## src/rtl/ddrci_pkg.sv

```systemverilog
package ddrci_pkg;

    // control register bits
    localparam int CTRL_SEL = 0;
    localparam int CTRL_CKE = 1;

    // offsets inside one phase block
    localparam int OFS_CMD   = 0;
    localparam int OFS_AHI   = 1;
    localparam int OFS_ALO   = 2;
    localparam int OFS_BANK  = 3;
    localparam int OFS_WR    = 8;
    localparam int OFS_RD    = 16;
    localparam int PHASE_STRIDE = 32;
    localparam int NFLAG     = 6;

    // command flags, bit 0 is chip select
    typedef struct packed {
        logic rdc;
        logic wrd;
        logic ras;
        logic cas;
        logic we;
        logic cs;
    } cmd_flags_t;

    function automatic int phase_base(int p);
        return PHASE_STRIDE * (p + 1);
    endfunction

endpackage

```

## src/rtl/ddrci_regs.sv

```systemverilog
module ddrci_regs
    import ddrci_pkg::*;
#(
    parameter int NPHASE = 2,
    parameter int NBYTES = 8,
    parameter int ADDR_W = 16,
    parameter int BANK_W = 3,
    parameter int REG_AW = 7
) (
    input  logic                                 clk,
    input  logic                                 rst_n,
    input  logic                                 reg_wr,
    input  logic [REG_AW-1:0]                    reg_addr,
    input  logic [7:0]                           reg_wdata,
    output logic [7:0]                           reg_rdata,
    input  logic [NPHASE-1:0][NBYTES-1:0][7:0]   cap_bytes,
    output logic                                 sel,
    output logic                                 cke,
    output cmd_flags_t [NPHASE-1:0]              sw_flags,
    output logic [NPHASE-1:0][ADDR_W-1:0]        sw_addr,
    output logic [NPHASE-1:0][BANK_W-1:0]        sw_bank,
    output logic [NPHASE-1:0][NBYTES*8-1:0]      sw_wrdata
);

    typedef struct packed {
        logic                               sel;
        logic                               cke;
        logic [NPHASE-1:0][7:0]             cmd;
        logic [NPHASE-1:0][7:0]             ahi;
        logic [NPHASE-1:0][7:0]             alo;
        logic [NPHASE-1:0][7:0]             bnk;
        logic [NPHASE-1:0][NBYTES-1:0][7:0] wr;
        logic [NPHASE-1:0]                  fire;
    } st_t;

    st_t s_d, s_q;
    int  a;

    assign a = int'(reg_addr);

    always_comb begin
        s_d      = s_q;
        s_d.fire = '0;
        if (reg_wr) begin
            if (a == 0) begin
                s_d.sel = reg_wdata[CTRL_SEL];
                s_d.cke = reg_wdata[CTRL_CKE];
            end
            for (int p = 0; p < NPHASE; p++) begin
                if (a == phase_base(p) + OFS_CMD) begin
                    s_d.cmd[p]  = reg_wdata;
                    s_d.fire[p] = !s_q.sel;
                end
                if (a == phase_base(p) + OFS_AHI)  s_d.ahi[p] = reg_wdata;
                if (a == phase_base(p) + OFS_ALO)  s_d.alo[p] = reg_wdata;
                if (a == phase_base(p) + OFS_BANK) s_d.bnk[p] = reg_wdata;
                for (int b = 0; b < NBYTES; b++) begin
                    if (a == phase_base(p) + OFS_WR + b) s_d.wr[p][b] = reg_wdata;
                end
            end
        end
    end

    always_ff @(posedge clk) begin
        if (!rst_n) s_q <= '0;
        else        s_q <= s_d;
    end

    // readback, same cycle as the address
    always_comb begin
        reg_rdata = '0;
        if (a == 0) reg_rdata = 8'({s_q.cke, s_q.sel});
        for (int p = 0; p < NPHASE; p++) begin
            if (a == phase_base(p) + OFS_CMD)  reg_rdata = s_q.cmd[p];
            if (a == phase_base(p) + OFS_AHI)  reg_rdata = s_q.ahi[p];
            if (a == phase_base(p) + OFS_ALO)  reg_rdata = s_q.alo[p];
            if (a == phase_base(p) + OFS_BANK) reg_rdata = s_q.bnk[p];
            for (int b = 0; b < NBYTES; b++) begin
                if (a == phase_base(p) + OFS_WR + b) reg_rdata = s_q.wr[p][b];
                if (a == phase_base(p) + OFS_RD + b) reg_rdata = cap_bytes[p][b];
            end
        end
    end

    assign sel = s_q.sel;
    assign cke = s_q.cke;

    always_comb begin
        for (int p = 0; p < NPHASE; p++) begin
            sw_flags[p]  = s_q.fire[p] ? cmd_flags_t'(s_q.cmd[p][NFLAG-1:0]) : '0;
            sw_addr[p]   = ADDR_W'({s_q.ahi[p], s_q.alo[p]});
            sw_bank[p]   = s_q.bnk[p][BANK_W-1:0];
            sw_wrdata[p] = s_q.wr[p];
        end
    end

endmodule

```

## src/rtl/ddrci_capture.sv

```systemverilog
module ddrci_capture #(
    parameter int NPHASE = 2,
    parameter int NBYTES = 8,
    parameter int RD_LAT = 4
) (
    input  logic                               clk,
    input  logic                               rst_n,
    input  logic [NPHASE-1:0]                  rd_fire,
    input  logic [NPHASE-1:0][NBYTES*8-1:0]    phy_rddata,
    output logic [NPHASE-1:0][NBYTES-1:0][7:0] cap_bytes
);

    typedef struct packed {
        logic [NPHASE-1:0][RD_LAT-1:0]      pipe;
        logic [NPHASE-1:0][NBYTES-1:0][7:0] held;
    } st_t;

    st_t s_d, s_q;

    always_comb begin
        s_d = s_q;
        for (int p = 0; p < NPHASE; p++) begin
            for (int i = 0; i < RD_LAT; i++) begin
                if (i == 0) s_d.pipe[p][i] = rd_fire[p];
                else        s_d.pipe[p][i] = s_q.pipe[p][i-1];
            end
            if (s_q.pipe[p][RD_LAT-1]) s_d.held[p] = phy_rddata[p];
        end
    end

    always_ff @(posedge clk) begin
        if (!rst_n) s_q <= '0;
        else        s_q <= s_d;
    end

    assign cap_bytes = s_q.held;

endmodule

```

## src/rtl/ddrci_route.sv

```systemverilog
module ddrci_route
    import ddrci_pkg::*;
#(
    parameter int NPHASE = 2,
    parameter int NBYTES = 8,
    parameter int ADDR_W = 16,
    parameter int BANK_W = 3
) (
    input  logic                             sel,
    input  cmd_flags_t [NPHASE-1:0]          sw_flags,
    input  logic [NPHASE-1:0][ADDR_W-1:0]    sw_addr,
    input  logic [NPHASE-1:0][BANK_W-1:0]    sw_bank,
    input  logic [NPHASE-1:0][NBYTES*8-1:0]  sw_wrdata,
    input  logic [NPHASE-1:0][ADDR_W-1:0]    hc_addr,
    input  logic [NPHASE-1:0][BANK_W-1:0]    hc_bank,
    input  logic [NPHASE-1:0]                hc_cs_n,
    input  logic [NPHASE-1:0]                hc_ras_n,
    input  logic [NPHASE-1:0]                hc_cas_n,
    input  logic [NPHASE-1:0]                hc_we_n,
    input  logic [NPHASE-1:0]                hc_wrdata_en,
    input  logic [NPHASE-1:0][NBYTES*8-1:0]  hc_wrdata,
    input  logic [NPHASE-1:0]                hc_rddata_en,
    output logic [NPHASE-1:0][ADDR_W-1:0]    phy_addr,
    output logic [NPHASE-1:0][BANK_W-1:0]    phy_bank,
    output logic [NPHASE-1:0]                phy_cs_n,
    output logic [NPHASE-1:0]                phy_ras_n,
    output logic [NPHASE-1:0]                phy_cas_n,
    output logic [NPHASE-1:0]                phy_we_n,
    output logic [NPHASE-1:0]                phy_wrdata_en,
    output logic [NPHASE-1:0][NBYTES*8-1:0]  phy_wrdata,
    output logic [NPHASE-1:0]                phy_rddata_en
);

    always_comb begin
        if (sel) begin
            phy_addr      = hc_addr;
            phy_bank      = hc_bank;
            phy_cs_n      = hc_cs_n;
            phy_ras_n     = hc_ras_n;
            phy_cas_n     = hc_cas_n;
            phy_we_n      = hc_we_n;
            phy_wrdata_en = hc_wrdata_en;
            phy_wrdata    = hc_wrdata;
            phy_rddata_en = hc_rddata_en;
        end else begin
            for (int p = 0; p < NPHASE; p++) begin
                phy_addr[p]      = sw_addr[p];
                phy_bank[p]      = sw_bank[p];
                phy_cs_n[p]      = ~sw_flags[p].cs;
                phy_ras_n[p]     = ~sw_flags[p].ras;
                phy_cas_n[p]     = ~sw_flags[p].cas;
                phy_we_n[p]      = ~sw_flags[p].we;
                phy_wrdata_en[p] = sw_flags[p].wrd;
                phy_wrdata[p]    = sw_wrdata[p];
                phy_rddata_en[p] = sw_flags[p].rdc;
            end
        end
    end

endmodule

```

## src/rtl/ddr_cmd_inject.sv

```systemverilog
module ddr_cmd_inject
    import ddrci_pkg::*;
#(
    parameter int NPHASE = 2,
    parameter int NBYTES = 8,
    parameter int ADDR_W = 16,
    parameter int BANK_W = 3,
    parameter int RD_LAT = 4,
    parameter int REG_AW = 7
) (
    input  logic                             clk,
    input  logic                             rst_n,
    input  logic                             reg_wr,
    input  logic [REG_AW-1:0]                reg_addr,
    input  logic [7:0]                       reg_wdata,
    output logic [7:0]                       reg_rdata,
    input  logic [NPHASE-1:0][ADDR_W-1:0]    hc_addr,
    input  logic [NPHASE-1:0][BANK_W-1:0]    hc_bank,
    input  logic [NPHASE-1:0]                hc_cs_n,
    input  logic [NPHASE-1:0]                hc_ras_n,
    input  logic [NPHASE-1:0]                hc_cas_n,
    input  logic [NPHASE-1:0]                hc_we_n,
    input  logic [NPHASE-1:0]                hc_wrdata_en,
    input  logic [NPHASE-1:0][NBYTES*8-1:0]  hc_wrdata,
    input  logic [NPHASE-1:0]                hc_rddata_en,
    output logic [NPHASE-1:0][NBYTES*8-1:0]  hc_rddata,
    output logic                             phy_cke,
    output logic [NPHASE-1:0][ADDR_W-1:0]    phy_addr,
    output logic [NPHASE-1:0][BANK_W-1:0]    phy_bank,
    output logic [NPHASE-1:0]                phy_cs_n,
    output logic [NPHASE-1:0]                phy_ras_n,
    output logic [NPHASE-1:0]                phy_cas_n,
    output logic [NPHASE-1:0]                phy_we_n,
    output logic [NPHASE-1:0]                phy_wrdata_en,
    output logic [NPHASE-1:0][NBYTES*8-1:0]  phy_wrdata,
    output logic [NPHASE-1:0]                phy_rddata_en,
    input  logic [NPHASE-1:0][NBYTES*8-1:0]  phy_rddata
);

    logic                               sel_w;
    cmd_flags_t [NPHASE-1:0]            sw_flags;
    logic [NPHASE-1:0][ADDR_W-1:0]      sw_addr;
    logic [NPHASE-1:0][BANK_W-1:0]      sw_bank;
    logic [NPHASE-1:0][NBYTES*8-1:0]    sw_wrdata;
    logic [NPHASE-1:0][NBYTES-1:0][7:0] cap_bytes;
    logic [NPHASE-1:0]                  rd_fire;

    ddrci_regs #(
        .NPHASE(NPHASE), .NBYTES(NBYTES), .ADDR_W(ADDR_W),
        .BANK_W(BANK_W), .REG_AW(REG_AW)
    ) i_regs (
        .clk       (clk),
        .rst_n     (rst_n),
        .reg_wr    (reg_wr),
        .reg_addr  (reg_addr),
        .reg_wdata (reg_wdata),
        .reg_rdata (reg_rdata),
        .cap_bytes (cap_bytes),
        .sel       (sel_w),
        .cke       (phy_cke),
        .sw_flags  (sw_flags),
        .sw_addr   (sw_addr),
        .sw_bank   (sw_bank),
        .sw_wrdata (sw_wrdata)
    );

    always_comb begin
        for (int p = 0; p < NPHASE; p++) rd_fire[p] = sw_flags[p].rdc;
    end

    ddrci_capture #(
        .NPHASE(NPHASE), .NBYTES(NBYTES), .RD_LAT(RD_LAT)
    ) i_capture (
        .clk        (clk),
        .rst_n      (rst_n),
        .rd_fire    (rd_fire),
        .phy_rddata (phy_rddata),
        .cap_bytes  (cap_bytes)
    );

    ddrci_route #(
        .NPHASE(NPHASE), .NBYTES(NBYTES), .ADDR_W(ADDR_W), .BANK_W(BANK_W)
    ) i_route (
        .sel           (sel_w),
        .sw_flags      (sw_flags),
        .sw_addr       (sw_addr),
        .sw_bank       (sw_bank),
        .sw_wrdata     (sw_wrdata),
        .hc_addr       (hc_addr),
        .hc_bank       (hc_bank),
        .hc_cs_n       (hc_cs_n),
        .hc_ras_n      (hc_ras_n),
        .hc_cas_n      (hc_cas_n),
        .hc_we_n       (hc_we_n),
        .hc_wrdata_en  (hc_wrdata_en),
        .hc_wrdata     (hc_wrdata),
        .hc_rddata_en  (hc_rddata_en),
        .phy_addr      (phy_addr),
        .phy_bank      (phy_bank),
        .phy_cs_n      (phy_cs_n),
        .phy_ras_n     (phy_ras_n),
        .phy_cas_n     (phy_cas_n),
        .phy_we_n      (phy_we_n),
        .phy_wrdata_en (phy_wrdata_en),
        .phy_wrdata    (phy_wrdata),
        .phy_rddata_en (phy_rddata_en)
    );

    assign hc_rddata = phy_rddata;

endmodule

```

## config.mk

```make
export PLATFORM = sky130hd
export DESIGN_NAME = ddr_cmd_inject
export DESIGN_NICKNAME = d
export VERILOG_FILES = /design/src/rtl/ddrci_pkg.sv /design/src/rtl/ddrci_regs.sv /design/src/rtl/ddrci_capture.sv /design/src/rtl/ddrci_route.sv /design/src/rtl/ddr_cmd_inject.sv
export SDC_FILE = /design/constraint.sdc
export NUM_CORES = 1
export LEC_CHECK = 0
export BUFFER_PORTS_ARGS = -buffer_cell sky130_fd_sc_hd__buf_2
export CORE_AREA = 2 2 248 250
export CTS_CLUSTER_SIZE = 14
export DETAILED_ROUTE_END_ITERATION = 8
export DIE_AREA = 0 0 250 252
export PLACE_DENSITY_LB_ADDON = 0.3
export SYNTH_ARGS = -nofsm -noshare
export SYNTH_HDL_FRONTEND = slang
export SYNTH_SLANG_ARGS = --single-unit
```

## constraint.sdc

```tcl
create_clock -name clk -period 6.5 [get_ports clk]
set_clock_uncertainty 0.2 [all_clocks]
set_input_delay 1.95 -clock clk [delete_from_list [all_inputs] [get_ports clk]]
set_output_delay 1.95 -clock clk [all_outputs]
set_load 0.05 [all_outputs]
```

==> qor.csv <==
metric,value,unit
CTS clock-pin slew for the worst setup and hold paths,0.06,ns
Root Driver,clkbuf_16,
GRT Overall Usage,27.7,%
IO Count,639,
crit path DAT,4.30,ns
Critical Path Most Common Cell,buf_4,
Pwr per Cell Area,193,nW/um^2
Final Max Tran Viols,0,
row cnt,90,
Port Buffers,638,
first drt pass iteration count,7,
Sw Ratio,27.3,%
layout cells sized above 1,43.0,%
Slowest cell on crit path,and4bb_2,
Buffers & Inverters on Critical Path,4,
final period utilization,99.3,%
Worst slew margin,25.5,%
TritonCTS clock tree,built,
minimum clock period,6.45,ns
Netlist cell types,81,
"commonest non-fill, non-tap cells in the layout","buf_2 (622), dfxtp_1 (329), mux2i_1 (224)",
Critical Path End Type,output port,
mean routed wirelength per cell,25.6,um
"commonest non-fill, non-tap cell in the layout",buf_2,
Flop pwr share,41.4,%
Internal,3.58,mW
Setup crit start,reg_addr[5],
R2R setup slack,4.56,ns
area of the die,63000,um^2
first-pass GRT wire length,128000,um
antenna violations before repair,5,
Slew @ Worst Pin,1.12,ns
final HPWL from detailed placement,72000,um
register area share after synthesis,34.6,%
Clock Power Share,44.5,%
syn_nets,2487,
"flops & latches, synth",332,
worst-skew pair later-pin latency,0.57,ns
sw power,1.34,mW
status,completed,
DP Worst Slack,-0.747,ns
DRT antenna net count,0,
Starting Density,32.0,%
Routed Wire Length,91600,um
clk buf depth,3,
post-placement cell count,3503,
Max Cap Viol,0,
Crit path max-delay family,simple AND/OR/NAND/NOR gates,
Leak,11.0,nW
worst-path fanout max,14,
Worst Setup Start Kind,input pin,
Most used DFF post-synth,dfxtp_1,
WHS,0.231,ns
area delta synth->final,32.9,%
H-tree levels,2,
beginning of the worst hold path,i_capture.s_d[129],
Tot Pwr,4.93,mW
utilization after layout,42.5,%
drt drc,0,
clk sinks,332,
# nets final,3095,
Die Wd,250,um
number of synthesis warnings,0,
most area-hungry cell type in the Yosys netlist,dfxtp_1,
Area contributors post-synth,"dfxtp_1 (35%), mux2i_1 (12%), mux2_2 (10%)",
setup_tns,0,ns
Core ar.,60100,um^2
syn avg cell area,8.89,um^2
Final Hold Fails,0,
Worst path max stage delay,0.40,ns
Setup Crit Path Kind,in2out,
GPL Wtd Cong,0.963,
share of the synthesized area in the top cell type,34.6,%
power share of the combinational group,14.1,%
Final Cell Area,25600,um^2
largest net degree at the start of global routing,146,
crit path cell chain,buf_4 > and4bb_2 > buf_12 > nand2_2 > nor2_1 > buf_4 > nor3_1 > a21oi_1 > a2bb2oi_1 > nand4_1 > buf_4,
FF-to-FF Start,i_capture.s_q[135],
hold crit path type,reg2reg,
Final Worst Setup Slack,0.0465,ns
Final Instance Count excl. Fillers,3585,
routed via count,19000,
initial detailed-routing violation count,1670,
Finish-stage setup viols,0,
Mapped Area,19200,um^2
placed inst area,23700,um^2
number of global-route vias before repair,18200,
Mapped Cells,2163,
Post-synth EDFFs,0,
fmax,0.155,GHz
die height,252,um
RSZ-0062 raised after global routing,yes,
TritonCTS Buffers,37,
asr flop ratio synth,0,%
Worst Path Required,4.35,ns
Worst IR Drop VDD,157,uV
"Remaining Overflow, GRT",0,
via-per-instance ratio,5.30,
power groups by stage:
stage,sequential (mW),clock [mW],combinational (mW)
6_report,2.04,2.19,0.694
4_1_cts,2.04,2.24,0.684
2_1_floorplan,2.08,0,0.405
3_5_place_dp,2.09,0,0.669
5_1_grt,2.04,2.31,0.720
3_3_place_gp,2.09,0,0.668
routing by layer:
| layer | share of wire [%] | track usage, % | wire [um] |
|---|---|---|---|
| met1 | 45 | 38.4 | 41700 |
| met2 | 44 | 42.6 | 40100 |
| met3 | 7.9 | 6.34 | 7280 |
| met4 | 2.8 | 8.26 | 2600 |
| met5 | 0 | 0 | 0 |
cells by family after synthesis:
group / share of synthesized area (%)
AO/OA/AOI/OAI: 13.9
buffers and inverters: 8.98
flip-flops: 34.6
multiplexers: 22.6
AND/OR/NAND/NOR: 19.9
path summary, 6_finish.rpt:
kind / end / cells after the start
setup / recovery: reg_rdata[2] / 11
hold / removal: i_capture.s_d[130] / 1
setup reg to reg: i_capture.cap_bytes[71] / 3
hold reg to reg: i_capture.s_d[130] / 1
synthesized netlist by cell type (6+ instances only):
cell type  instances
dfxtp_1          332
mux2i_1          225
nand2_1          220
nor2b_1          213
mux2_2           176
nand3_1          135
buf_4            133
clkbuf_1         118
a21boi_0          99
nor2_1            59
a21oi_1           49
o21ai_0           48
buf_2             34
nor3_1            30
o22ai_1           27
a22oi_1           18
a21boi_1          13
buf_1             13
a31oi_1           11
and2_1            10
and3_1            10
a32oi_1            9
nor4_1             9
a211oi_1           8
o211ai_1           8
a221oi_1           7
o21ai_1            7
a222oi_1           6
a2bb2oi_1          6
nand4_1            6
o2bb2ai_1          6
o32ai_1            6
or3_1              6
or4_1              6
flip-flops by register name (all words and copies together) (netlist names):
name and cells:
i_capture.s_d 6, i_regs.sw_bank 6, i_regs.sw_addr 32, i_capture.cap_bytes 128
i_regs.sel 1, i_capture.s_q 2, i_regs.s_q 28, i_regs.cke 1
i_regs.sw_wrdata 128
layout make-up:
type	instances	area (um^2)
Clock buffer	55	1120
Tap cell	782	978
Timing Repair Buffer	871	5360
Antenna cell	5	12.5
Clock inverter	11	140
Inverter	6	22.5
Sequential cell	332	6660
Fill cell	6070	34600
Multi-Input combinational cell	1523	11300
what timing repair did:
item,CTS,global route
setup endpoints to repair,8,8
setup buffers,3,10
hold buffers,0,0
resized for setup,69,59
cloned,0,0
pin swaps,14,18
No activity file was read; power rests on OpenSTA's default activity.
